File: config.mk
export PLATFORM = sky130hd
export DESIGN_NAME = brtgt_unit
export DESIGN_NICKNAME = d
export VERILOG_FILES = /design/src/rtl/brtgt_pkg.sv /design/src/rtl/brtgt_decode.sv /design/src/rtl/brtgt_target.sv /design/src/rtl/brtgt_pc_reg.sv /design/src/rtl/brtgt_link_reg.sv /design/src/rtl/brtgt_unit.sv
export SDC_FILE = /design/constraint.sdc
export NUM_CORES = 1
export LEC_CHECK = 0
export BUFFER_PORTS_ARGS = -buffer_cell sky130_fd_sc_hd__buf_2
export CAP_MARGIN = 20
export CORE_AREA = 3 3 120 122
export CTS_CLUSTER_SIZE = 8
export DETAILED_ROUTE_END_ITERATION = 12
export DIE_AREA = 0 0 123 125
export PLACE_DENSITY = 0.58
export SKIP_CTS_REPAIR_TIMING = 1
export SLEW_MARGIN = 20
export SYNTH_ARGS = -nofsm -noshare
export SYNTH_HDL_FRONTEND = slang
export SYNTH_SLANG_ARGS = --single-unit
File: constraint.sdc
create_clock -name clk -period 13.27 [get_ports clk]
set_input_delay 3.3175 -clock clk [delete_from_list [all_inputs] [get_ports clk]]
set_output_delay 3.3175 -clock clk [all_outputs]
set_load 0.02 [all_outputs]
File: src/rtl/brtgt_pkg.sv
package brtgt_pkg;
   localparam int INSN_W = 32;
   localparam int OPC_W  = 6;

   typedef enum logic [1:0] {
      BR_NONE  = 2'd0,
      BR_LONG  = 2'd1,
      BR_SHORT = 2'd2
   } br_kind_e;

   typedef struct packed {
      br_kind_e kind;
      logic     absolute;
      logic     link;
   } br_ctl_t;
endpackage

File: src/rtl/brtgt_decode.sv
module brtgt_decode
   import brtgt_pkg::*;
#(
   parameter int ADDR_W    = 32,
   parameter int LONG_W    = 24,
   parameter int SHORT_W   = 14,
   parameter int OPC_LONG  = 18,
   parameter int OPC_SHORT = 16
) (
   input  logic [INSN_W-1:0] insn,
   output br_ctl_t           ctl,
   output logic [ADDR_W-1:0] imm_ext
);
   localparam int LONG_PAD  = ADDR_W - LONG_W - 2;
   localparam int SHORT_PAD = ADDR_W - SHORT_W - 2;

   generate
      if (LONG_W + 2 > INSN_W - OPC_W) begin : g_bad_long
         $error("long field overlaps opcode");
      end
      if (SHORT_W > 14 || SHORT_W < 2) begin : g_bad_short
         $error("short field width out of range");
      end
      if (LONG_PAD < 1 || SHORT_PAD < 1) begin : g_bad_addr
         $error("address width too narrow for branch fields");
      end
      if (OPC_LONG == OPC_SHORT) begin : g_bad_opc
         $error("branch opcodes must differ");
      end
   endgenerate

   logic [OPC_W-1:0]   opc;
   logic [LONG_W-1:0]  long_fld;
   logic [SHORT_W-1:0] short_fld;
   logic [ADDR_W-1:0]  long_ext;
   logic [ADDR_W-1:0]  short_ext;
   logic [9:0]         short_unused;

   assign opc          = insn[INSN_W-1 -: OPC_W];
   assign long_fld     = insn[LONG_W+1:2];
   assign short_fld    = insn[SHORT_W+1:2];
   assign short_unused = insn[25:16];

   // sign extension built bit by bit so each pad bit copies the field sign
   generate
      for (genvar b = 0; b < ADDR_W; b++) begin : g_ext
         if (b < 2) begin : g_zero
            assign long_ext[b]  = 1'b0;
            assign short_ext[b] = 1'b0;
         end else begin : g_data
            assign long_ext[b]  = (b < LONG_W + 2)  ? long_fld[(b < LONG_W + 2) ? b - 2 : 0]
                                                    : long_fld[LONG_W-1];
            assign short_ext[b] = (b < SHORT_W + 2) ? short_fld[(b < SHORT_W + 2) ? b - 2 : 0]
                                                    : short_fld[SHORT_W-1];
         end
      end
   endgenerate

   always_comb begin
      ctl.absolute = insn[1];
      ctl.link     = insn[0];
      if (opc == OPC_W'(OPC_LONG)) begin
         ctl.kind = BR_LONG;
         imm_ext  = long_ext;
      end else if (opc == OPC_W'(OPC_SHORT)) begin
         ctl.kind = BR_SHORT;
         imm_ext  = short_ext;
      end else begin
         ctl.kind = BR_NONE;
         imm_ext  = '0;
      end
   end

   logic unused_ok;
   assign unused_ok = ^short_unused;
endmodule

File: src/rtl/brtgt_target.sv
module brtgt_target #(
   parameter int ADDR_W    = 32,
   parameter bit SPLIT_ADD = 1'b0
) (
   input  logic [ADDR_W-1:0] pc,
   input  logic [ADDR_W-1:0] imm,
   input  logic              absolute,
   output logic [ADDR_W-1:0] target,
   output logic [ADDR_W-1:0] seq_pc
);
   localparam int HALF = ADDR_W / 2;
   localparam int UPR  = ADDR_W - HALF;

   generate
      if (ADDR_W < 8) begin : g_bad_w
         $error("address width too small");
      end
   endgenerate

   logic [ADDR_W-1:0] base;
   logic [ADDR_W-1:0] sum;

   assign base = absolute ? '0 : pc;

   generate
      if (SPLIT_ADD) begin : g_csel
         logic [HALF:0]  lo_sum;
         logic [UPR-1:0] hi_c0;
         logic [UPR-1:0] hi_c1;
         assign lo_sum = {1'b0, base[HALF-1:0]} + {1'b0, imm[HALF-1:0]};
         assign hi_c0  = base[ADDR_W-1:HALF] + imm[ADDR_W-1:HALF];
         assign hi_c1  = base[ADDR_W-1:HALF] + imm[ADDR_W-1:HALF] + UPR'(1);
         assign sum    = {lo_sum[HALF] ? hi_c1 : hi_c0, lo_sum[HALF-1:0]};
      end else begin : g_plain
         assign sum = base + imm;
      end
   endgenerate

   assign target = {sum[ADDR_W-1:2], 2'b00};
   assign seq_pc = {pc[ADDR_W-1:2] + (ADDR_W-2)'(1), 2'b00};
endmodule

File: src/rtl/brtgt_pc_reg.sv
module brtgt_pc_reg #(
   parameter int                ADDR_W    = 32,
   parameter logic [ADDR_W-1:0] RESET_VEC = '0
) (
   input  logic              clk,
   input  logic              rst,
   input  logic              dec_valid,
   input  logic              seq_adv,
   input  logic              take,
   input  logic [ADDR_W-1:0] target,
   input  logic [ADDR_W-1:0] seq_pc,
   output logic [ADDR_W-1:0] pc_q
);
   localparam logic [ADDR_W-1:0] RV_ALIGN = {RESET_VEC[ADDR_W-1:2], 2'b00};

   logic [ADDR_W-1:0] pc_nxt;

   always_comb begin
      if (dec_valid)    pc_nxt = take ? target : seq_pc;
      else if (seq_adv) pc_nxt = seq_pc;
      else              pc_nxt = pc_q;
   end

   always_ff @(posedge clk) begin
      if (rst) pc_q <= RV_ALIGN;
      else     pc_q <= pc_nxt;
   end
endmodule

File: src/rtl/brtgt_link_reg.sv
module brtgt_link_reg #(
   parameter int ADDR_W = 32
) (
   input  logic              clk,
   input  logic              rst,
   input  logic              br_link,
   input  logic [ADDR_W-1:0] ret_addr,
   input  logic              ext_en,
   input  logic [ADDR_W-1:0] ext_data,
   output logic [ADDR_W-1:0] lnk_q
);
   always_ff @(posedge clk) begin
      if (rst)          lnk_q <= '0;
      else if (br_link) lnk_q <= ret_addr;
      else if (ext_en)  lnk_q <= ext_data;
   end
endmodule

File: src/rtl/brtgt_unit.sv
module brtgt_unit
   import brtgt_pkg::*;
#(
   parameter int          ADDR_W    = 32,
   parameter int          LONG_W    = 24,
   parameter int          SHORT_W   = 14,
   parameter int          OPC_LONG  = 18,
   parameter int          OPC_SHORT = 16,
   parameter bit          SPLIT_ADD = 1'b0,
   parameter logic [31:0] RESET_VEC = 32'h0000_0100
) (
   input  logic        clk,
   input  logic        rst,
   input  logic [31:0] instr_word,
   input  logic        dec_valid,
   input  logic        cond_taken,
   input  logic        seq_adv,
   input  logic        lnk_wr_en,
   input  logic [31:0] lnk_wr_data,
   output logic [31:0] pc_q,
   output logic [31:0] lnk_q
);
   generate
      if (ADDR_W != 32) begin : g_bad_aw
         $error("port width fixed at 32 address bits");
      end
   endgenerate

   br_ctl_t           ctl;
   logic [ADDR_W-1:0] imm_ext;
   logic [ADDR_W-1:0] target;
   logic [ADDR_W-1:0] seq_pc;
   logic              is_branch;
   logic              take;
   logic              br_link;

   brtgt_decode #(
      .ADDR_W(ADDR_W), .LONG_W(LONG_W), .SHORT_W(SHORT_W),
      .OPC_LONG(OPC_LONG), .OPC_SHORT(OPC_SHORT)
   ) u_dec (
      .insn    (instr_word),
      .ctl     (ctl),
      .imm_ext (imm_ext)
   );

   brtgt_target #(.ADDR_W(ADDR_W), .SPLIT_ADD(SPLIT_ADD)) u_tgt (
      .pc       (pc_q),
      .imm      (imm_ext),
      .absolute (ctl.absolute),
      .target   (target),
      .seq_pc   (seq_pc)
   );

   always_comb begin
      is_branch = (ctl.kind == BR_LONG) || (ctl.kind == BR_SHORT);
      take      = (ctl.kind == BR_LONG) || ((ctl.kind == BR_SHORT) && cond_taken);
      br_link   = dec_valid && is_branch && ctl.link;
   end

   brtgt_pc_reg #(.ADDR_W(ADDR_W), .RESET_VEC(RESET_VEC)) u_pc (
      .clk       (clk),
      .rst       (rst),
      .dec_valid (dec_valid),
      .seq_adv   (seq_adv),
      .take      (take),
      .target    (target),
      .seq_pc    (seq_pc),
      .pc_q      (pc_q)
   );

   brtgt_link_reg #(.ADDR_W(ADDR_W)) u_lnk (
      .clk      (clk),
      .rst      (rst),
      .br_link  (br_link),
      .ret_addr (seq_pc),
      .ext_en   (lnk_wr_en),
      .ext_data (lnk_wr_data),
      .lnk_q    (lnk_q)
   );
endmodule

# Word level (Yosys, flattened, before mapping)
# Cells that the tools add are included.
# classes
addsub	2
n_eq_ne	4
muxes	10
n_reduce_logical	8
# ops
op	n
two-way mux 32 bit	8
adder 32 bit	1
adder 30 x 1 -> 30 bit, second input constant	1
== test 6 x 5 -> 1 bit, second input constant	2
two-way mux 2 bit	2
nonzero test 2 bit	2
logical AND 1 bit	3
== test 2 x 1 -> 1 bit, second input constant	1
== test 2 bit, second input constant	1
logical OR 1 bit	2
OR reduction 2 bit	1
# totals
ff_bits	64
inputBits	70
output_inout_bits	64
wordCells	27

# Logic depth before layout (Yosys ltp)
# Gate-level depths: netlist of the first run.
# depth
ltp_word	8
mapped_depth	13
depth_no_buf	12

# Cells and area by module
# A second synthesis of the first run with hierarchy kept.
# hier_totals
cells_unflattened	691
area_unflattened_um2	5833.1
# modules_own_cells
module	n_inst	cells_per_inst	area_per_inst_um2	seq_area_each_um2
brtgt_target	1	306	2153.3	0.0
brtgt_pc_reg	1	180	1637.8	640.6
brtgt_link_reg	1	142	1510.2	640.6
brtgt_decode	1	57	483.0	0.0
brtgt_unit	1	6	48.8	0.0

# Worst setup path after synthesis of the first run
# Ideal clock, no wire load.
# synth_timing
path_kind	input -> register
from	input port instr_word[29]
to	register u_pc.pc_q[31]
arrival_ps	6353
required_time_ps	13191
path_slack_ps	6838
stages	13
cell_sequence	or4b_1 -> or2_2 -> buf_2 -> a21oi_1 -> ha_1 -> buf_2 -> nand4_1 -> o22ai_1 -> o21ai_0 -> nor4b_1 -> o21ai_0 -> or4_1 -> o211ai_1
# synth_between
elab_chain_len	8
word_cells_on_any_way	13
cone_classes	add/sub: 1; eq/ne: 4; mux: 6; reduce/logical: 2
# synth_lines
item	line_no	text
start, declared	brtgt_unit.sv:14	input logic [31:0] instr_word,
branches (longest 6 deep; another with adder 32 bit)	--	
two-way mux 32 bit * (2 in series)	brtgt_pc_reg.sv:19	if (dec_valid) pc_nxt = take ? target : seq_pc;
end signal, assigned	brtgt_pc_reg.sv:26	else pc_q <= pc_nxt;
end, declared	brtgt_pc_reg.sv:12	output logic [ADDR_W-1:0] pc_q
# Every way passes the cells marked *.
# A chain may end at the register's enable or synchronous reset.

# Worst setup path in the final report of the first run
# Same ends and word-level chain as after synthesis.

==> qor.yml, run 1 <==
core_um2: 13300
fin_skew_ps: 9.01
final_cells: 1000
min_from: "u_lnk.lnk_q[0]$_SDFFE_PP0P_"
min_path_type: "register to register"
grt_usage_pct: 22.2
synth_top_cell_area_share_pct: 23.1
grt_max_degree: 66
antenna_left: 0
synth_flop_cell: "dfxtp_1"
netlist_area_um2: 5370
regToRegSetupSlack_ps: 9860
worstRegToRegCells: 10
r2r_end: "u_pc.pc_q[18]$_SDFFE_PP0P_"
drtPass1Iterations: 5
timing.setup.tns_ps: 0
rsz0062_at_grt: "no"
final.period_utilization_pct: 52.9
initial_core_util_pct: 40.4
pwr-share-seq_pct: 37.9
hpwlAfterDp_mm: 12.8
yosys-top-cells-area: "dfxtp_1, a211oi_1, ha_1"
rr_startpoint: "u_pc.pc_q[2]$_SDFFE_PP0P_"
cts_sinks: 62
worstHoldEndpoint: "u_lnk.lnk_q[0]$_SDFFE_PP0P_"
critPathLaunchType: "input pin"
io_buffer_count: 131
die_w_um: 123
cp.required_ps: 13460
outcome: "finished clean"
synth-edff-count: 0
p_int_uw: 391
worstPathMaxFanout: 16
grt_pass1_vias: 5161
hold_viol_final: 0
routed_via_density: 5.63
fin_crit_ps: 7030
tightestPinTransition_ps: 1010
yosysTopAreaCell: "dfxtp_1"
fin_nets: 920
synth_cell_types: 63
avgRoutedWirePerCell_um: 17.4
gp_routability_congestion: 0.961
peakVddDrop_v: 0.0000497
h-tree-depth: 3
initialDrtViolationCount: 481
synthToLayoutAreaGrowth_pct: 19.4
multiInputGateArea_um2: 3910
critPathCaptureType: "register"
relSlewSlack_pct: 32.3
seqCellArea_um2: 1240
syn_inst: 721
clk_pin_slew_ps: 60
clockPowerShare_pct: 47.4
route.detailed.drc: 0
setup_viol: 0
avgSynthCellArea_um2: 7.45
cts_buffers: 9
p_switching_uw: 146
cp.arrival_ps: 7220
wirelength_mm: 17.4
synthTopCellsByCount: "nor2_1, dfxtp_1, a21oi_1, nand2_1, a211oi_1"
route.vias.total: 5631
yosysSeqAreaShare_pct: 23.1
worstHoldPathCells: 2
max-cap-violations: 0
diodes: 0
async_flop_share_pct: 0
grt_pass1_wl_mm: 27.6
antenna_found_initial: 0
cts_root_buffer: "clkbuf_16"
slew_viol_final: 0
p_leak_nw: 2.84
clk_latency_ps: 340
pwr-share-comb_pct: 14.8
rows: 42
synth_seq_cells: 62
clock.fmax_mhz: 142
dieHeight_um: 125
cts_tree: "yes"
power.density_nw_per_um2: 83.7
criticalPathCategory: "input pin to register"
dieArea_um2: 15400
synth_most_common_cell: "nor2_1"
swShare_pct: 27.2
fillers: 1358
grt_overflow: 0
dp.cells: 984
ys_warn_count: 0
critPathLaunch: "instr_word[29]"
cts_buffer_depth: 2
drive_gt1_share_pct: 20.1
io_pins: 134
==> layout by cell type, fill, tap and decap left out, types with 4 or more instances in the layout <==
cell type  instances
buf_2            131
nor2_1            68
dfxtp_1           62
a21oi_1           60
nand2_1           57
a211oi_1          54
nor2b_1           45
o21ai_0           40
ha_1              30
xor2_1            26
mux2i_1           25
xnor2_1           21
nor3_1            20
and2_1            15
nand3_1           15
nand4_1           12
a21o_1            12
or3_1             10
clkbuf_16          9
inv_1              8
nor4_1             7
a31oi_1            7
o31ai_1            6
and3_1             5
o211ai_1           5
buf_4              5
or2_2              4
o22ai_1            4
==> worst max-delay path by stage <==
stage	depth (start not counted)	slack (ps)	end
4_1_cts	12	6000	u_pc.pc_q[31]$_SDFFE_PP0P_
2_1_floorplan	13	6840	u_pc.pc_q[31]$_SDFFE_PP0P_
3_3_place_gp	12	5810	u_pc.pc_q[31]$_SDFFE_PP0P_
5_1_grt	12	5810	u_pc.pc_q[31]$_SDFFE_PP0P_
3_5_place_dp	12	5670	u_pc.pc_q[31]$_SDFFE_PP0P_
6_report	12	6240	u_pc.pc_q[31]$_SDFFE_PP0P_
==> cell type report <==
cell class                      count  share of cell area [%]
Multi-Input combinational cell    602                    60.9
Tap cell                          176                    3.43
Timing Repair Buffer              136                    10.8
Inverter                            8                   0.468
Clock buffer                        9                    3.51
Clock inverter                      7                    1.52
Sequential cell                    62                    19.3
==> layer usage <==
layer | routed length (um) | share of wire, % | track usage [%] | vias to the layer above
met3 | 1210 | 6.9 | 2.03 | 19
met2 | 6850 | 39 | 30.1 | 222
li1 | - | - | - | 2838
met1 | 9100 | 52 | 36.1 | 2552
met5 | 0 | 0 | 0 | -
met4 | 231 | 1.3 | 7.17 | 0
==> per-stage QoR <==
step / setup WS, ps / total power, mW / util, % / hold WS (ps) / instance area [um2]
after detailed placement: 5670 / 0.286 / 45.8 / 521 / 6090
after CTS: 6000 / 0.542 / 48.2 / 527 / 6410
after global routing: 5810 / 0.558 / 48.3 / 552 / 6420
after floorplan: 6840 / 0.255 / - / 590 / 5380
after global placement: 5810 / 0.285 / 45.8 / 517 / 6090
final: 6240 / 0.537 / 48.3 / 520 / 6420
==> kinds of logic (layout without fill, tap and decap cells) <==
logic type                 count (synthesis)  count (layout)  share of synthesized area (%)
AOI/OAI and AO/OA                        217             217                           25.9
xor gates and xnor gates                  47              47                           7.66
adders and majority gates                 31              31                           7.36
buffers and inverters                     58             160                           4.42
DFF                                       62              62                           23.1
muxes                                     26              26                           4.87
other                                      1               2                         0.0698
and+or+nand+nor                          279             279                           26.6
==> sequential cells by signal, indices dropped and copies added, names as in the netlist <==
register / cells
u_lnk.lnk_q: 32
u_pc.pc_q: 30
==> power by group through the flow <==
stage                     Sequential (mW)  Clock (mW)  Combinational (mW)
after floorplan                     0.215           0              0.0394
after global placement              0.207           0              0.0780
after detailed placement            0.207           0              0.0789
after CTS                           0.203       0.260              0.0794
after global routing                0.204       0.266              0.0872
final                               0.203       0.254              0.0793
==> critical path, stage by stage <==
cell and delay, ps:
buf_2 90, or4b_1 590, nor2_2 570, and2_1 280, ha_1 260, a211oi_1 310
o211ai_1 160, a2111oi_1 750, nor4b_1 230, o21ai_0 370, or4_1 180, o211ai_1 80
(Power assumes the default switching activity.)
==> inputs of run 2 (changes only) <==
ABC_AREA = 1   (was default)
CORE_AREA = 3 3 127 129   (was 3 3 120 122)
DIE_AREA = 0 0 130 132   (was 0 0 123 125)
PLACE_DENSITY = 0.57   (was 0.58)
clock period = 6.75 ns   (was 13.27 ns; I/O delays follow)
==> run 2 against run 1 <==
Net effect: cell count up 37%; critical path type unchanged; largest power group unchanged; first-iteration DRC count down 1.0%; clock-buffer cell count increased by 4.
==> qor.yml, run 2 <==
cts_sinks: 62
dieHeight_um: 132
timing.setup.tns_ps: 0
gp_routability_congestion: 0.944
clk_latency_ps: 330
rsz0062_at_grt: "no"
synthToLayoutAreaGrowth_pct: 18.4
criticalPathCategory: "input pin to register"
h-tree-depth: 3
rows: 45
grt_pass1_vias: 6258
cp_common_cell: "nor2_1"
route.detailed.drc: 0
cp.arrival_ps: 4390
cts_buffers: 9
netlist_area_um2: 6050
hold_viol_final: 0
worstPathMaxFanout: 10
diodes: 0
total_power_mw: 1.11
cts_buffer_depth: 2
die_w_um: 130
min_path_type: "register to register"
route.vias.total: 6944
cts_tree: "yes"
tightestPinTransition_ps: 982
fin_skew_ps: 3.27
avgSynthCellArea_um2: 5.68
drtPass1Iterations: 5
pre_cts_ws_ps: 2310
initial_core_util_pct: 39.9
hpwlAfterDp_mm: 16.7
outcome: "finished clean"
crit_buf_inv: 3
io_pins: 134
fin_nets: 1279
yosysTopAreaCell: "dfxtp_1"
async_flop_share_pct: 0
cts_root_buffer: "clkbuf_16"
dieArea_um2: 17200
core_um2: 15100
slew_viol_final: 0
clock.fmax_mhz: 242
relSlewSlack_pct: 34.4
initialDrtViolationCount: 476
holdWs_ps: 475
wirelength_mm: 20.9
power.density_nw_per_um2: 154
crit_chain: "buf_2 > nor2_1 > nand3_1 > nand2_1 > clkinv_1 > nor2_1 > ha_1 > nand2_1 > nor2_1 > inv_1 > nor2_1 > nand4_1 > nand3b_1 > xor2_1 > nand2_1 > a21oi_1"
cp.required_ps: 7010
avgRoutedWirePerCell_um: 15.2
antenna_found_initial: 0
largest_reg_flops: 32
synth_flop_cell: "dfxtp_1"
synth-edff-count: 0
critPathLaunchType: "input pin"
setup_viol: 0
final_common_cell: "nand2_1"
clk_pin_slew_ps: 50
peakVddDrop_v: 0.000105
grt_overflow: 0
yosys-top-cells-area: "dfxtp_1, nand2_1, inv_1"
routed_via_density: 5.06
io_buffer_count: 131
crit_family: "simple AND/OR/NAND/NOR gates"
p_leak_nw: 3.93
drive_gt1_share_pct: 13.9
synth_cell_types: 38
final.period_utilization_pct: 61.2
crit_slowest_cell: "nand3_1"
fin_crit_ps: 4130
antenna_left: 0
synth_most_common_cell: "nand2_1"
syn_inst: 1065
critPathCaptureType: "register"
grt_usage_pct: 23.6
ys_warn_count: 0
synthTopCellsByCount: "nand2_1, inv_1, nor2_1, nand3_1, a21oi_1"
largest_register: "u_lnk.lnk_q"
final_cell_mix: "nand2_1, inv_1, nor2_1, buf_2, nand3_1"
max-cap-violations: 0
grt_max_degree: 43
reg.largest.list: "u_lnk.lnk_q: 32 flops, u_pc.pc_q: 30 flops"
synth_seq_cells: 62
synth_top_cell_area_share_pct: 20.5
slowest_delay_ps: 270
fin_ws_ps: 2620
grt_pass1_wl_mm: 32.3
yosysSeqAreaShare_pct: 20.5
## run 2: changes by cell type after synthesis, sizes merged, moves of 10 or more
| cell | before | now |
|---|---|---|
| a211oi | 54 | 0 |
| a21oi | 60 | 72 |
| and2 | 15 | 1 |
| clkbuf | 35 | 21 |
| inv | 8 | 179 |
| mux2i | 25 | 15 |
| nand2 | 57 | 282 |
| nand3 | 17 | 92 |
| nor2 | 71 | 153 |
| nor2b | 45 | 0 |
| o21ai | 40 | 52 |
| or3 | 11 | 0 |
| xnor2 | 21 | 2 |
## run 2: path summary, 6_finish.rpt
path                                             startpoint                     endpoint  slack, ps  cells after the start
worst max-delay path                         instr_word[31]   u_pc.pc_q[22]$_SDFFE_PP0P_       2620                     16
worst min-delay path            u_lnk.lnk_q[6]$_SDFFE_PP0P_  u_lnk.lnk_q[6]$_SDFFE_PP0P_        470                      2
worst max register to register    u_pc.pc_q[2]$_SDFFE_PP0P_   u_pc.pc_q[26]$_SDFFE_PP0P_       4270                     14
worst min register to register  u_lnk.lnk_q[6]$_SDFFE_PP0P_  u_lnk.lnk_q[6]$_SDFFE_PP0P_        470                      2
## run 2: worst register-to-register path, stage by stage (launching register included)
cell and delay (ps):
dfxtp_1 360, inv_1 130, nor2_1 60, ha_1 260
fa_1 440, nand3_1 110, nand3_1 180, nand2_1 110
nand3_1 120, nand2_1 130, nand3_1 90, nand2_1 70
nand3_1 120, nand2_1 110, a21oi_1 60
## run 2: power by group
part	switching (mW)	internal [mW]	total [mW]
Sequential	0.0222	0.388	0.410
Clock	0.164	0.334	0.498
Combinational	0.125	0.0716	0.197
Total	0.312	0.793	1.11
## run 2: cell type report
| type | instances | area, um2 |
|---|---|---|
| fill | 1708 | 7990 |
| multi-input combinational | 789 | 3980 |
| sequential | 62 | 1240 |
| timing repair buffer | 135 | 706 |
| inverter | 181 | 679 |
| clock buffer | 13 | 250 |
| tap | 188 | 235 |
| clock inverter | 3 | 67.6 |
## run 2: per-layer routing
metal | share of wire [%] | up-vias | track usage, % | routed length [um]
li1 | - | 3591 | - | -
met1 | 48 | 3064 | 35.2 | 10100
met2 | 42 | 258 | 35.0 | 8850
met3 | 6.7 | 31 | 2.47 | 1390
met4 | 2.6 | 0 | 8.03 | 550
met5 | 0 | - | 0 | 0
## run 2: per-stage QoR
| step | instances | utilization, % | cell area, um2 |
|---|---|---|---|
| after floorplan | 1066 | - | 6050 |
| after global placement | 1354 | 45.0 | 6820 |
| after detailed placement | 1354 | 45.0 | 6820 |
| after CTS | 1370 | 47.1 | 7130 |
| after global routing | 1371 | 47.3 | 7160 |
| final | 1371 | 47.3 | 7160 |
## run 2: cell families after synthesis
kind of cell	Yosys count	share of synthesized area, %
AND/OR/NAND/NOR	566	39.8
buffers and inverters	215	13.7
other	1	0.0620
XOR/XNOR	27	3.91
flip-flops	62	20.5
AO/OA/AOI/OAI	148	13.0
multiplexers	15	2.48
adder cells (fa/ha/maj)	31	6.54
==> inputs of run 3 (changes only) <==
ABC_AREA = 0   (was 1)
CORE_AREA = 3 3 120 122   (was 3 3 127 129)
DIE_AREA = 0 0 123 125   (was 0 0 130 132)
PLACE_DENSITY = 0.58   (was 0.57)
clock period = 3.8 ns   (was 6.75 ns; I/O delays follow)
==> run 3 against run 2 <==
Net effect: utilization increased by 7.9 points; global-route usage decreased by 0.89 points; clock-buffer cell count fell by 2; sequential power rose by 73%; non-clock buffer count increased by 92; clock skew rose by 4.8 ps; hold slack better by 59 ps.
==> qor.yml, run 3 (synthesis results as in run 1) <==
final_common_cell: "buf_2"
synthToLayoutAreaGrowth_pct: 36.6
pwr-share-seq_pct: 37.5
r2r_end: "u_pc.pc_q[26]$_SDFFE_PP0P_"
relSlewSlack_pct: 38.5
pwr-share-comb_pct: 16.0
routed_via_density: 5.49
cts_sinks: 62
clock.fmax_mhz: 266
die_w_um: 123
p_leak_nw: 3.34
outcome: "finished clean"
cts_root_buffer: "clkbuf_16"
slew_viol_final: 0
final.period_utilization_pct: 98.9
reg.largest.list: "u_lnk.lnk_q: 32 flops, u_pc.pc_q: 30 flops"
hpwlAfterDp_mm: 14.0
largest_reg_flops: 32
criticalPathCategory: "input pin to register"
wirelength_mm: 18.3
dieHeight_um: 125
antenna_found_initial: 0
rows: 42
route.detailed.drc: 0
fin_skew_ps: 8.10
core_um2: 13300
critPathLaunchType: "input pin"
drive_gt1_share_pct: 30.9
fin_crit_ps: 3760
worstHoldPathCells: 2
hold_viol_final: 0
grt_overflow: 0
swShare_pct: 25.5
worstRegToRegCells: 11
place_area_um2: 6790
grt_max_degree: 66
grt_pass1_vias: 5620
gp_routability_congestion: 0.937
power.density_nw_per_um2: 258
critPathCaptureType: "register"
final_cell_mix: "buf_2, buf_4, nor2_1, dfxtp_1, a21oi_1"
cts_buffer_depth: 2
initialDrtViolationCount: 406
p_switching_uw: 484
io_pins: 134
grt_usage_pct: 22.7
h-tree-depth: 3
clk_latency_ps: 330
clk_pin_slew_ps: 50
diodes: 0
worstPathMaxFanout: 8
regToRegSetupSlack_ps: 870
initial_core_util_pct: 40.4
p_int_mw: 1.41
cp.arrival_ps: 3960
peakVddDrop_v: 0.000174
max-cap-violations: 0
setup_viol: 0
cp.required_ps: 4010
clockPowerShare_pct: 46.5
post-route-util_pct: 55.2
io_buffer_count: 131
worstHoldEndpoint: "u_lnk.lnk_q[1]$_SDFFE_PP0P_"
cts_buffers: 9
rsz0062_at_grt: "yes"
route.vias.total: 5982
tightestPinTransition_ps: 923
avgRoutedWirePerCell_um: 16.8
cts_tree: "yes"
largest_register: "u_lnk.lnk_q"
grt_pass1_wl_mm: 28.3
rr_startpoint: "u_pc.pc_q[2]$_SDFFE_PP0P_"
finalInstanceArea_um2: 7340
drtPass1Iterations: 5
min_path_type: "register to register"
fin_nets: 1011
dieArea_um2: 15400
min_from: "u_lnk.lnk_q[1]$_SDFFE_PP0P_"
antenna_left: 0
## run 3: cell count changes in the layout (fill, tap and decap cells not counted), moves of 10 or more
cell and change:
nand2_1 -224, and2_1 +10, o21ai_0 -12, inv_1 -167, buf_4 +91, mux2i_1 +10, a211oi_1 +52, nand3_1 -73
or3_1 +10, nor2_1 -79, nor2b_1 +44, a21oi_1 -13, xnor2_1 +19
## run 3: power groups by stage
stage	registers (mW)	clock network (mW)	logic, mW
2_1_floorplan	0.752	0	0.139
3_3_place_gp	0.723	0	0.291
3_5_place_dp	0.724	0	0.293
4_1_cts	0.710	0.894	0.296
5_1_grt	0.715	0.916	0.332
6_report	0.711	0.881	0.304
## run 3: through the flow
stage                     TNS [ps]  cells  hold slack, ps  setup WS (ps)  power [mW]
after floorplan              -27.2    722             590          -27.2       0.891
after detailed placement     -5690   1070             526           -503        1.02
after CTS                     -560   1085             538           -183        1.90
after global placement       -4180   1070             519           -419        1.01
final                            0   1090             534           43.0        1.90
after global routing          -202   1090             579          -55.3        1.96
## run 3: worst max-delay path: stages
cell and delay [ps]:
buf_6 90, or4b_4 570, nor2_4 170, buf_12 140, and2_4 150, ha_4 200, a211oi_4 260, o211ai_1 210
a2111oi_2 400, buf_4 200, nor4b_4 60, nor2b_2 160, mux2i_1 80, a2111oi_0 310
## run 3: area by class of cell
| cell class | count | area (um2) |
|---|---|---|
| Sequential cell | 62 | 1240 |
| Clock buffer | 11 | 253 |
| Fill cell | 1256 | 5950 |
| Timing Repair Buffer | 227 | 1420 |
| Clock inverter | 4 | 70.1 |
| Multi-Input combinational cell | 602 | 4110 |
| Inverter | 8 | 30.0 |
| Tap cell | 176 | 220 |
## run 3: worst max path at each step
stage / slack, ps / cells after the start / startpoint / end
4_1_cts: -180 / 14 / instr_word[29] / u_pc.pc_q[31]$_SDFFE_PP0P_
5_1_grt: -60 / 14 / instr_word[31] / u_pc.pc_q[25]$_SDFFE_PP0P_
6_report: 40 / 14 / instr_word[31] / u_pc.pc_q[25]$_SDFFE_PP0P_
3_3_place_gp: -420 / 14 / instr_word[29] / u_pc.pc_q[31]$_SDFFE_PP0P_
2_1_floorplan: -30 / 13 / instr_word[29] / u_pc.pc_q[31]$_SDFFE_PP0P_
3_5_place_dp: -500 / 14 / instr_word[29] / u_pc.pc_q[31]$_SDFFE_PP0P_
## run 3: per-layer routing
metal  part of all wire [%]  vias up  wire length [um]  GRT usage, %
met4                    1.7        0               310          8.60
met1                     49     2697              8980          33.9
met5                      0        -                 0             0
li1                       -     3028                 -             -
met3                    7.2       23              1310          3.03
met2                     42      234              7670          32.8
